**src/rtl/ssp_pkg.sv**
```systemverilog
package ssp_pkg;
  typedef enum logic [1:0] {MODE_IDLE = 2'd0, MODE_TX = 2'd1, MODE_RX = 2'd2} ssp_mode_e;

  // Shift clock level for a given phase of an active cell.
  function automatic logic clk_level(input int phase, input int low_at, input int rise_at,
                                     input logic active);
    if (!active) return 1'b1;
    return !((phase >= low_at) && (phase < rise_at));
  endfunction

  // Total cycles per frame.
  function automatic int frame_cycles(input int cell_len, input int nbits);
    return cell_len * nbits;
  endfunction
endpackage

```
**src/rtl/ssp_seq.sv**
```systemverilog
module ssp_seq
  import ssp_pkg::*;
#(
  parameter int CELL_LEN = 12,
  parameter int NBITS    = 8,
  parameter int RISE_AT  = 10,
  localparam int PW = $clog2(CELL_LEN),
  localparam int BW = $clog2(NBITS)
) (
  input  logic          clk,
  input  logic          rst_n,
  input  logic          start_tx,
  input  logic          start_rx,
  output ssp_mode_e     mode,
  output logic [PW-1:0] phase,
  output logic          sample_now,
  output logic          cell_end,
  output logic          frame_end
);
  ssp_mode_e     mode_q;
  logic [PW-1:0] phase_q;
  logic [BW-1:0] bit_q;
  logic          active;

  assign active     = (mode_q != MODE_IDLE);
  assign sample_now = active && (phase_q == PW'(RISE_AT - 1));
  assign cell_end   = active && (phase_q == PW'(CELL_LEN - 1));
  assign frame_end  = cell_end && (bit_q == BW'(NBITS - 1));

  always_ff @(posedge clk) begin
    if (!rst_n) begin
      mode_q  <= MODE_IDLE;
      phase_q <= '0;
      bit_q   <= '0;
    end else if (start_tx) begin
      mode_q  <= MODE_TX;
      phase_q <= '0;
      bit_q   <= '0;
    end else if (start_rx) begin
      mode_q  <= MODE_RX;
      phase_q <= '0;
      bit_q   <= '0;
    end else if (active) begin
      if (cell_end) begin
        phase_q <= '0;
        if (frame_end) mode_q <= MODE_IDLE;
        else           bit_q  <= bit_q + 1'b1;
      end else begin
        phase_q <= phase_q + 1'b1;
      end
    end
  end

  assign mode  = mode_q;
  assign phase = phase_q;
endmodule

```
**src/rtl/ssp_shifter.sv**
```systemverilog
module ssp_shifter #(
  parameter int NBITS = 8
) (
  input  logic             clk,
  input  logic             rst_n,
  input  logic             load,
  input  logic [NBITS-1:0] load_data,
  input  logic             shift_out,
  input  logic             shift_in,
  input  logic             sdi,
  output logic [NBITS-1:0] sreg
);
  logic [NBITS-1:0] sreg_q;

  always_ff @(posedge clk) begin
    if (!rst_n)         sreg_q <= '0;
    else if (load)      sreg_q <= load_data;
    else if (shift_in)  sreg_q <= {sdi, sreg_q[NBITS-1:1]};
    else if (shift_out) sreg_q <= {1'b1, sreg_q[NBITS-1:1]};
  end

  assign sreg = sreg_q;
endmodule

```
**src/rtl/ssp_flags.sv**
```systemverilog
module ssp_flags #(
  parameter int NBITS = 8
) (
  input  logic             clk,
  input  logic             rst_n,
  input  logic             tx_done,
  input  logic             rx_done,
  input  logic             ti_clr,
  input  logic             ri_clr_ok,
  input  logic [NBITS-1:0] rx_byte,
  output logic             ti,
  output logic             ri,
  output logic [NBITS-1:0] rdata
);
  always_ff @(posedge clk) begin
    if (!rst_n) begin
      ti    <= 1'b0;
      ri    <= 1'b0;
      rdata <= '0;
    end else begin
      if (tx_done)     ti <= 1'b1;
      else if (ti_clr) ti <= 1'b0;
      if (rx_done) begin
        ri    <= 1'b1;
        rdata <= rx_byte;
      end else if (ri_clr_ok) begin
        ri <= 1'b0;
      end
    end
  end
endmodule

```
**src/rtl/ssp_sync_port.sv**
```systemverilog
module ssp_sync_port
  import ssp_pkg::*;
#(
  parameter int CELL_LEN = 12,
  parameter int NBITS    = 8,
  parameter int LOW_AT   = 4,
  parameter int RISE_AT  = 10,
  localparam int PW = $clog2(CELL_LEN)
) (
  input  logic             clk,
  input  logic             rst_n,
  input  logic             buf_wr,
  input  logic [NBITS-1:0] buf_wdata,
  output logic [NBITS-1:0] buf_rdata,
  input  logic             rx_enable,
  input  logic             ti_clr,
  input  logic             ri_clr,
  output logic             ti,
  output logic             ri,
  output logic             sclk_o,
  output logic             sdat_o,
  output logic             sdat_oe,
  input  logic             sdat_i
);
  ssp_mode_e        mode;
  logic [PW-1:0]    phase;
  logic             sample_now, cell_end, frame_end;
  logic             busy, tx_act, rx_act;
  logic             start_tx, start_rx, start_evt;
  logic [NBITS-1:0] sreg;

  assign busy      = (mode != MODE_IDLE);
  assign tx_act    = (mode == MODE_TX);
  assign rx_act    = (mode == MODE_RX);
  assign start_tx  = buf_wr && !busy;
  assign start_rx  = ri_clr && rx_enable && !busy && !buf_wr;
  assign start_evt = start_tx || start_rx;

  ssp_seq #(.CELL_LEN(CELL_LEN), .NBITS(NBITS), .RISE_AT(RISE_AT)) u_seq (
    .clk(clk), .rst_n(rst_n), .start_tx(start_tx), .start_rx(start_rx),
    .mode(mode), .phase(phase), .sample_now(sample_now),
    .cell_end(cell_end), .frame_end(frame_end)
  );

  ssp_shifter #(.NBITS(NBITS)) u_sh (
    .clk(clk), .rst_n(rst_n), .load(start_tx), .load_data(buf_wdata),
    .shift_out(tx_act && cell_end), .shift_in(rx_act && sample_now),
    .sdi(sdat_i), .sreg(sreg)
  );

  ssp_flags #(.NBITS(NBITS)) u_flg (
    .clk(clk), .rst_n(rst_n),
    .tx_done(tx_act && frame_end), .rx_done(rx_act && frame_end),
    .ti_clr(ti_clr), .ri_clr_ok(start_rx), .rx_byte(sreg),
    .ti(ti), .ri(ri), .rdata(buf_rdata)
  );

  assign sclk_o  = clk_level(int'(phase), LOW_AT, RISE_AT, busy);
  assign sdat_oe = tx_act;
  assign sdat_o  = tx_act ? sreg[0] : 1'b1;
endmodule

```
**config.mk**
```make
export PLATFORM = sky130hd
export DESIGN_NAME = ssp_sync_port
export DESIGN_NICKNAME = d
export VERILOG_FILES = /design/src/rtl/ssp_pkg.sv /design/src/rtl/ssp_seq.sv /design/src/rtl/ssp_shifter.sv /design/src/rtl/ssp_flags.sv /design/src/rtl/ssp_sync_port.sv
export SDC_FILE = /design/constraint.sdc
export NUM_CORES = 1
export LEC_CHECK = 0
export BUFFER_PORTS_ARGS = -buffer_cell sky130_fd_sc_hd__buf_4
export CORE_UTILIZATION = 40
export CTS_CLUSTER_DIAMETER = 100
export CTS_CLUSTER_SIZE = 24
export DETAILED_ROUTE_END_ITERATION = 10
export PLACE_DENSITY_LB_ADDON = 0.3
export SLEW_MARGIN = 25
export SYNTH_ARGS = -nofsm -noshare
export SYNTH_HDL_FRONTEND = slang
export SYNTH_HIERARCHICAL = 1
export SYNTH_SLANG_ARGS = --single-unit
export TNS_END_PERCENT = 20
```
**constraint.sdc**
```tcl
create_clock -name clk -period 1.8 [get_ports clk]
set_clock_uncertainty 0.15 [all_clocks]
set_input_delay 0.27 -clock clk [delete_from_list [all_inputs] [get_ports clk]]
set_output_delay 0.27 -clock clk [all_outputs]
set_load 0.03 [all_outputs]
```
==> impl_results.md, run 1 <==
- Run status: complete, no violations
- Detail Placement HPWL: 2160 um
- Number of rows in the core area: 20
- Via-to-Cell Ratio: 5.15
- Power share of the sequential group: 0.567
- Cell leakage power: 0.740 nW
- Deepest level of the CTS H-tree: 1
- Post-route cell area: 1910 um2
- Top FF cell, synth: sky130_fd_sc_hd__dfxtp_1
- Cell type group with the largest total delay on the critical path: simple AND/OR/NAND/NOR gates
- Count of antenna-violating nets left after detailed routing: 0
- Detailed-route wire length: 2990 um
- Yosys warns: 6
- Fillers: 282
- PwrDens: 594 nW/um2
- Final period utilization: 0.987
- Switching power summed over all nets: 0.308 mW
- Hold Crit Start: buf_wdata[7]
- CTS max path bufs: 2
- DRC violations left: 0
- Worst setup slack for register-to-register paths: 0.02 ns
- Share of the core filled with cells in the final layout: 0.610
- Die Width: 60.3 um
- Synthesized flop and latch total: 27
- Setup violations, final: 0
- Count of TritonRoute iterations in the first routing pass: 4
- Number of antenna violations at the first check in global routing: 0
- R2r endpoint: u_sh/sreg[1]$_SDFFE_PN0P_
- Unique cell type count in the Yosys netlist: 37
- EDFF count, synth: 0
- Ant diodes: 0
- Async set-or-reset flop fraction in the synthesized netlist: 0
- Hold path depth: 3
- Maxcap violations: 0
- Number of instances in the synthesized netlist: 142
- Ratio of cells with drive above 1 in the final layout: 0.464
- Power share of the clock group: 0.238
- Summed instance area of the synthesized netlist: 1360 um2
- Peak supply drop: 341 uV
- Die footprint: 3630 um2
- GR Overflow Total: 0
- Effective utilization at floorplan: 0.434
- Worst Reg2Reg Path Length in Cells: 6
- Fraction of power spent switching nets: 0.271
- Unrepaired setup endpoints after global routing: yes
- Clock-pin slew of the registers on the worst-case setup and hold paths: 0.16 ns
- Slew at the pin closest to its max-slew limit: 0.412 ns
- Cell taking the most area after synthesis: sky130_fd_sc_hd__dfxtp_1
- Fin nets: 212
- Layout Area Growth over Synthesis: 40.6%
- Weighted congestion at the end of routability-driven global placement: 0.775
- Type of the worst setup path: reg2reg
- Arrival time of data at the critical path endpoint: 1.88 ns
- Kind of start point of the critical path: register
- Number of failing hold endpoints at the final stage: 0
- Total Routing Usage GR: 0.174
- Per-cell routed wire length: 12.7 um
- Critical Path End Type: register
- Clock tree from TritonCTS: done
- Standard cell with the maximum stage delay on the critical path: sky130_fd_sc_hd__dfxtp_2
- Share of synthesized area occupied by flip-flops and latches: 0.398
- Placed insts: 228
- Vias in the first global route: 1,144
- Number of top-level pins: 28
- Pin count of the biggest net entering global routing: 26
- Min Hold Slack: 0.0262 ns
- Worst min-delay path category: in2reg
- Count of buffers from port buffering: 27
- Post-route setup TNS: 0 ns
- Source of the worst register-to-register timing path: u_seq/phase[1]$_SDFFE_PP0P_
- Sinks on the clock net: 27
- Fmax: 0.563 GHz
- Cell types occupying the most area after synthesis: sky130_fd_sc_hd__dfxtp_1, sky130_fd_sc_hd__nor2b_1, sky130_fd_sc_hd__mux2i_1
- Starting DRT DRC Count: 51
- Relative max-transition margin: 0.725
- Post-synth top area share: 0.398
- Total via count in the routed design: 1,215
- Top cells by instance count after synthesis: sky130_fd_sc_hd__dfxtp_1, sky130_fd_sc_hd__nor2b_1, sky130_fd_sc_hd__mux2i_1, sky130_fd_sc_hd__nor2_1, sky130_fd_sc_hd__nor4_1
- Total CTS buffers: 3
- Number of nets produced by synthesis: 161
- Non-filler instance count after layout: 236
- Critical path, cell by cell: inv_2 -> ha_2 -> nor3b_1 -> and3b_2 -> or2_4 -> a2111oi_4
- Worst hold path endpoint: u_sh/sreg[7]$_SDFFE_PN0P_
- Tmin final: 1.78 ns
- Vertical die dimension: 60.3 um
- Clk Latency, worst-skew pair: 0.33 ns
- First-pass GRT wire length: 4820 um
- Pint: 0.827 mW
- Post-DP Area: 1740 um2
- Final Max Slew Viols: 0
- Maximum fanout along the worst path: 6
- Most frequent cell after synthesis: sky130_fd_sc_hd__dfxtp_1
- Part of the power in combinational logic: 0.195
- Critical Path RT: 1.90 ns
- CP bufs+invs: 1
- Maximum cell stage delay along the critical path: 0.38 ns
- Synthesized area per cell: 9.56 um2
- CTS root buf: sky130_fd_sc_hd__clkbuf_4
- Core Box Area: 3130 um2
[sequential cells by signal (all words and copies together) (netlist names)]
signal and count:
u_flg/rdata 8, u_seq/phase 4, u_seq/mode 2, u_flg/ri 1, u_flg/ti 1, u_seq/bit_q 3
u_sh/sreg 8
[per-stage QoR]
| step | power, mW | worst slack (ns) |
|---|---|---|
| final | 1.13 | 0.0240 |
| after global placement | 0.833 | -0.0516 |
| after global routing | 1.20 | -0.0673 |
| after floorplan | 0.754 | -0.00870 |
| after detailed placement | 0.837 | -0.110 |
| after CTS | 1.12 | -0.0199 |
[power groups by stage]
stage	combinational, mW	sequential, mW	clock, mW
2_1_floorplan	0.103	0.652	0
3_3_place_gp	0.178	0.655	0
3_5_place_dp	0.182	0.655	0
4_1_cts	0.185	0.643	0.286
5_1_grt	0.240	0.648	0.310
6_report	0.221	0.644	0.270
[per-layer routing]
metal | part of all wire | track usage | up-vias
li1 | - | - | 629
met1 | 0.49 | 0.237 | 564
met2 | 0.47 | 0.273 | 20
met3 | 0.036 | 0.0281 | 2
met4 | 0.0064 | 0.0664 | 0
met5 | 0 | 0 | -
[worst register-to-register path: stages (launching register included)]
cell,delay (ns)
sky130_fd_sc_hd__dfxtp_2,0.38
sky130_fd_sc_hd__inv_2,0.04
sky130_fd_sc_hd__ha_2,0.15
sky130_fd_sc_hd__nor3b_1,0.12
sky130_fd_sc_hd__and3b_2,0.24
sky130_fd_sc_hd__or2_4,0.30
sky130_fd_sc_hd__a2111oi_4,0.33
[final cells by class]
| cell class | instances | area [um2] | area share |
|---|---|---|---|
| well taps | 44 | 55.1 | 0.0288 |
| inverters | 3 | 11.3 | 0.00590 |
| multi-input cells | 106 | 860 | 0.450 |
| clock inverters | 1 | 7.51 | 0.00393 |
| repair buffers | 52 | 405 | 0.212 |
| clock buffers | 3 | 22.5 | 0.0118 |
| flip-flops and latches | 27 | 548 | 0.287 |
[logic make-up (layout without fill, tap and decap cells)]
group,Yosys count,count (layout),synth area share
compound gates,27,27,0.150
fa+ha+maj,4,4,0.0369
buf+inv,9,59,0.0415
flops,27,27,0.398
mux,8,8,0.0590
simple gates,67,67,0.314
[worst max-delay path by stage]
stage,to,startpoint,depth (start not counted)
after global placement,u_sh/sreg[4]$_SDFFE_PN0P_,u_seq/phase[1]$_SDFFE_PP0P_,6
after global routing,u_sh/sreg[4]$_SDFFE_PN0P_,u_seq/phase[2]$_SDFFE_PP0P_,6
after detailed placement,u_sh/sreg[2]$_SDFFE_PN0P_,u_seq/phase[1]$_SDFFE_PP0P_,6
after floorplan,u_seq/phase[0]$_SDFFE_PP0P_,u_seq/mode[1]$_SDFFE_PP0P_,5
after CTS,u_sh/sreg[3]$_SDFFE_PN0P_,u_seq/phase[1]$_SDFFE_PP0P_,6
final,u_sh/sreg[1]$_SDFFE_PN0P_,u_seq/phase[1]$_SDFFE_PP0P_,6
[cells in the final DEF (no fill, tap or decap), drive strengths merged, types with 4 or more instances in the layout]
master	count
buf	52
a2111oi	6
nor3b	6
nor2b	17
a21oi	5
ha	4
nand2b	4
nor2	8
nand3	6
mux2i	8
o21a	4
dfxtp	27
nor4	7
[timing repair]
| item | 4_1_cts | 5_1_grt |
|---|---|---|
| pin swaps | 0 | 2 |
| gates cloned | 0 | 0 |
| setup endpoints to repair | 18 | 17 |
| hold buffers | 0 | 0 |
| resized for setup | 10 | 18 |
| buffers inserted | 2 | 2 |
Note: power is estimated with default switching activity, not from simulation.
==> inputs of run 2 (changes only) <==
--- a/config.mk
+++ b/config.mk
@@ -7,10 +7,10 @@
 export LEC_CHECK = 0
 export BUFFER_PORTS_ARGS = -buffer_cell sky130_fd_sc_hd__buf_4
 export CORE_UTILIZATION = 40
+export CTS_BUF_LIST = sky130_fd_sc_hd__clkbuf_4 sky130_fd_sc_hd__clkbuf_8
 export CTS_CLUSTER_DIAMETER = 100
 export CTS_CLUSTER_SIZE = 24
 export DETAILED_ROUTE_END_ITERATION = 10
-export PLACE_DENSITY_LB_ADDON = 0.3
 export SLEW_MARGIN = 25
 export SYNTH_ARGS = -nofsm -noshare
 export SYNTH_HDL_FRONTEND = slang
==> run 2 against run 1 <==
Net effect:
- the flow now finishes with violations (setup timing)
- cell count is 0.42% higher
- sequential power is essentially flat
- flip-flop and latch count stayed put
- wire length increased by 5.6%
- worst hold slack gained 0.059 ns
- combinational power decreased by 4%
- worst setup slack got worse by 0.069 ns
- critical endpoint is now u_sh/sreg[3]$_SDFFE_PN0P_
- via count grew 1.5%
- critical path type unchanged
- non-clock buffer count is 1 higher
- power decreased by 1.2%
- highest routed layer unchanged
==> impl_results.md, run 2 (same netlist as run 1, synthesis figures left out) <==
- Run status: complete, but fails checks
- Violated checks: setup timing
- Core Box Area: 3130 um2 (unchanged)
- Number of failing hold endpoints at the final stage: 0 (unchanged)
- Setup violations, final: 6 (+6)
- Pint: 0.817 mW (-1.1%)
- Count of buffers from port buffering: 27 (unchanged)
- Fmax: 0.542 GHz (-3.7%)
- Total via count in the routed design: 1,233 (+1.5%)
- Critical Path End Type: register
- Relative max-transition margin: 0.733 (+0.00830)
- Critical Path RT: 1.88 ns (-0.02 ns)
- Worst min-delay path category: in2reg
- Total Routing Usage GR: 0.188 (+0.0133)
- Power share of the clock group: 0.236 (-0.002)
- Sinks on the clock net: 27 (unchanged)
- First-pass GRT wire length: 5110 um (+5.9%)
- Deepest level of the CTS H-tree: 1 (unchanged)
- GR Overflow Total: 0 (unchanged)
- Fraction of power spent switching nets: 0.271 (-0.000299)
- Clk Latency, worst-skew pair: 0.32 ns (about the same)
- Maxcap violations: 0 (unchanged)
- Total CTS buffers: 3 (unchanged)
- Per-cell routed wire length: 13.3 um (+5.1%)
- Detailed-route wire length: 3160 um (+5.6%)
- Arrival time of data at the critical path endpoint: 1.93 ns (+0.05 ns)
- Part of the power in combinational logic: 0.190 (-0.005)
- Starting DRT DRC Count: 58 (+14%)
- Final worst slack: -0.0446 ns (-0.0686 ns)
- Layout Area Growth over Synthesis: 38.8%
- Maximum fanout along the worst path: 7 (+1)
- Power share of the sequential group: 0.574 (+0.007)
- Unrepaired setup endpoints after global routing: yes
- Start point of the critical path: u_seq/phase[1]$_SDFFE_PP0P_
- Count of TritonRoute iterations in the first routing pass: 4 (unchanged)
- Final Max Slew Viols: 0 (unchanged)
- Post-layout power: 1.12 mW (-1.2%)
- Final period utilization: 1.02 (+0.0381)
- Maximum cell stage delay along the critical path: 0.38 ns (about the same)
- DRC violations left: 0 (unchanged)
- Die footprint: 3630 um2 (unchanged)
- Count of antenna-violating nets left after detailed routing: 0 (unchanged)
- Via-to-Cell Ratio: 5.20 (+1.1%)
- Source of the worst register-to-register timing path: u_seq/phase[1]$_SDFFE_PP0P_
- Standard cell with the maximum stage delay on the critical path: sky130_fd_sc_hd__dfxtp_2
- Ratio of cells with drive above 1 in the final layout: 0.451 (-0.0128)
- Type of the worst setup path: reg2reg
- Fillers: 296 (+5.0%)
- PwrDens: 595 nW/um2 (+0.15%)
- Critical path, cell by cell: inv_2 -> ha_2 -> nor3b_2 -> and3b_2 -> or2_4 -> a2111oi_2
- Detail Placement HPWL: 2280 um (+5.4%)
- Cell type group with the largest total delay on the critical path: simple AND/OR/NAND/NOR gates
- CTS max path bufs: 2 (unchanged)
- Die Width: 60.3 um (unchanged)
- Pin count of the biggest net entering global routing: 26 (unchanged)
- Share of the core filled with cells in the final layout: 0.602 (-0.00800)
- CTS root buf: sky130_fd_sc_hd__clkbuf_4
- Most common library cell in the layout ignoring fill and taps: sky130_fd_sc_hd__buf_4
- Fin nets: 213 (+0.47%)
- Hold Crit Start: ti_clr
- Clock tree from TritonCTS: done
- Number of antenna violations at the first check in global routing: 0 (unchanged)
- Cell leakage power: 0.741 nW (+0.13%)
- Number of top-level pins: 28 (unchanged)
- Slew at the pin closest to its max-slew limit: 0.396 ns (-0.0157 ns)
- Effective utilization at floorplan: 0.434 (unchanged)
- Number of rows in the core area: 20 (unchanged)
- Vertical die dimension: 60.3 um (unchanged)
- Ant diodes: 0 (unchanged)
- Highest-count cells in the layout ignoring fill and taps: sky130_fd_sc_hd__buf_4, sky130_fd_sc_hd__dfxtp_1, sky130_fd_sc_hd__nor2b_1, sky130_fd_sc_hd__mux2i_1
- Switching power summed over all nets: 0.304 mW (-1.3%)
- Weighted congestion at the end of routability-driven global placement: 0.768 (-0.95%)
- Vias in the first global route: 1,154 (+0.87%)
- Clock-pin slew of the registers on the worst-case setup and hold paths: 0.14 ns (-0.02 ns)
- CP bufs+invs: 1 (unchanged)
- Peak supply drop: 414 uV (+21%)
- Kind of start point of the critical path: register
- Tmin final: 1.84 ns (+0.0686 ns)
==> run 2: repair_timing <==
item | 4_1_cts | 5_1_grt
gates resized for setup | 6 | 14
endpoints found under the setup margin | 8 | 20
buffers inserted | 2 | 1
hold endpoints to repair | 0 | 1
pin swaps | 1 | 1
hold buffers | 0 | 1
==> run 2: layer usage <==
metal | wire [um] | share of wire | up-vias | track usage
li1 | - | - | 623 | -
met3 | 149 | 0.047 | 4 | 0.0411
met5 | 0 | 0 | - | 0
met2 | 1480 | 0.47 | 42 | 0.303
met1 | 1510 | 0.48 | 564 | 0.254
met4 | 19 | 0.0060 | 0 | 0.0399
==> run 2: worst reg2reg max path: stages (launching register included) <==
cell	delay, ns
sky130_fd_sc_hd__dfxtp_2	0.38
sky130_fd_sc_hd__inv_2	0.04
sky130_fd_sc_hd__ha_2	0.16
sky130_fd_sc_hd__nor3b_2	0.15
sky130_fd_sc_hd__and3b_2	0.26
sky130_fd_sc_hd__or2_4	0.30
sky130_fd_sc_hd__a2111oi_2	0.31
==> run 2: layout make-up <==
cell class                      instances  area [um2]  area share
Sequential cell                        27         544       0.289
Inverter                                3        11.3     0.00598
Clock buffer                            3        22.5      0.0120
Tap cell                               44        55.1      0.0292
Multi-Input combinational cell        106         842       0.447
Timing Repair Buffer                   53         404       0.214
Clock inverter                          1        5.00     0.00266
==> run 2: stage by stage <==
stage          std cells  instance area, um2  setup WS, ns  hold slack, ns  TNS (ns)
6_report             237                1880       -0.0446          0.0848    -0.142
5_1_grt              237                1880        -0.120          0.0712     -1.15
4_1_cts              235                1810       -0.0381          0.0140    -0.120
3_5_place_dp         229                1750        -0.139           0.318    -0.702
3_3_place_gp         229                1750       -0.0483           0.313    -0.264
2_1_floorplan        142                1370      -0.00870           0.238  -0.00870
==> run 2: power by group through the flow <==
| stage | clock network (mW) | registers, mW | logic, mW |
|---|---|---|---|
| floorplan | 0 | 0.652 | 0.103 |
| CTS | 0.269 | 0.642 | 0.194 |
| global route | 0.301 | 0.647 | 0.229 |
| detailed placement | 0 | 0.655 | 0.185 |
| finish | 0.265 | 0.644 | 0.213 |
| global placement | 0 | 0.654 | 0.179 |
==> run 2: worst paths after layout <==
path | to | cells past startpoint | slack (ns)
hold / removal | u_flg/ti$_SDFFE_PN0P_ | 3 | 0.08
setup / recovery | u_sh/sreg[3]$_SDFFE_PN0P_ | 6 | -0.04
setup reg to reg | u_sh/sreg[3]$_SDFFE_PN0P_ | 6 | -0.04
hold reg to reg | u_seq/bit_q[2]$_SDFFE_PP0P_ | 2 | 0.34
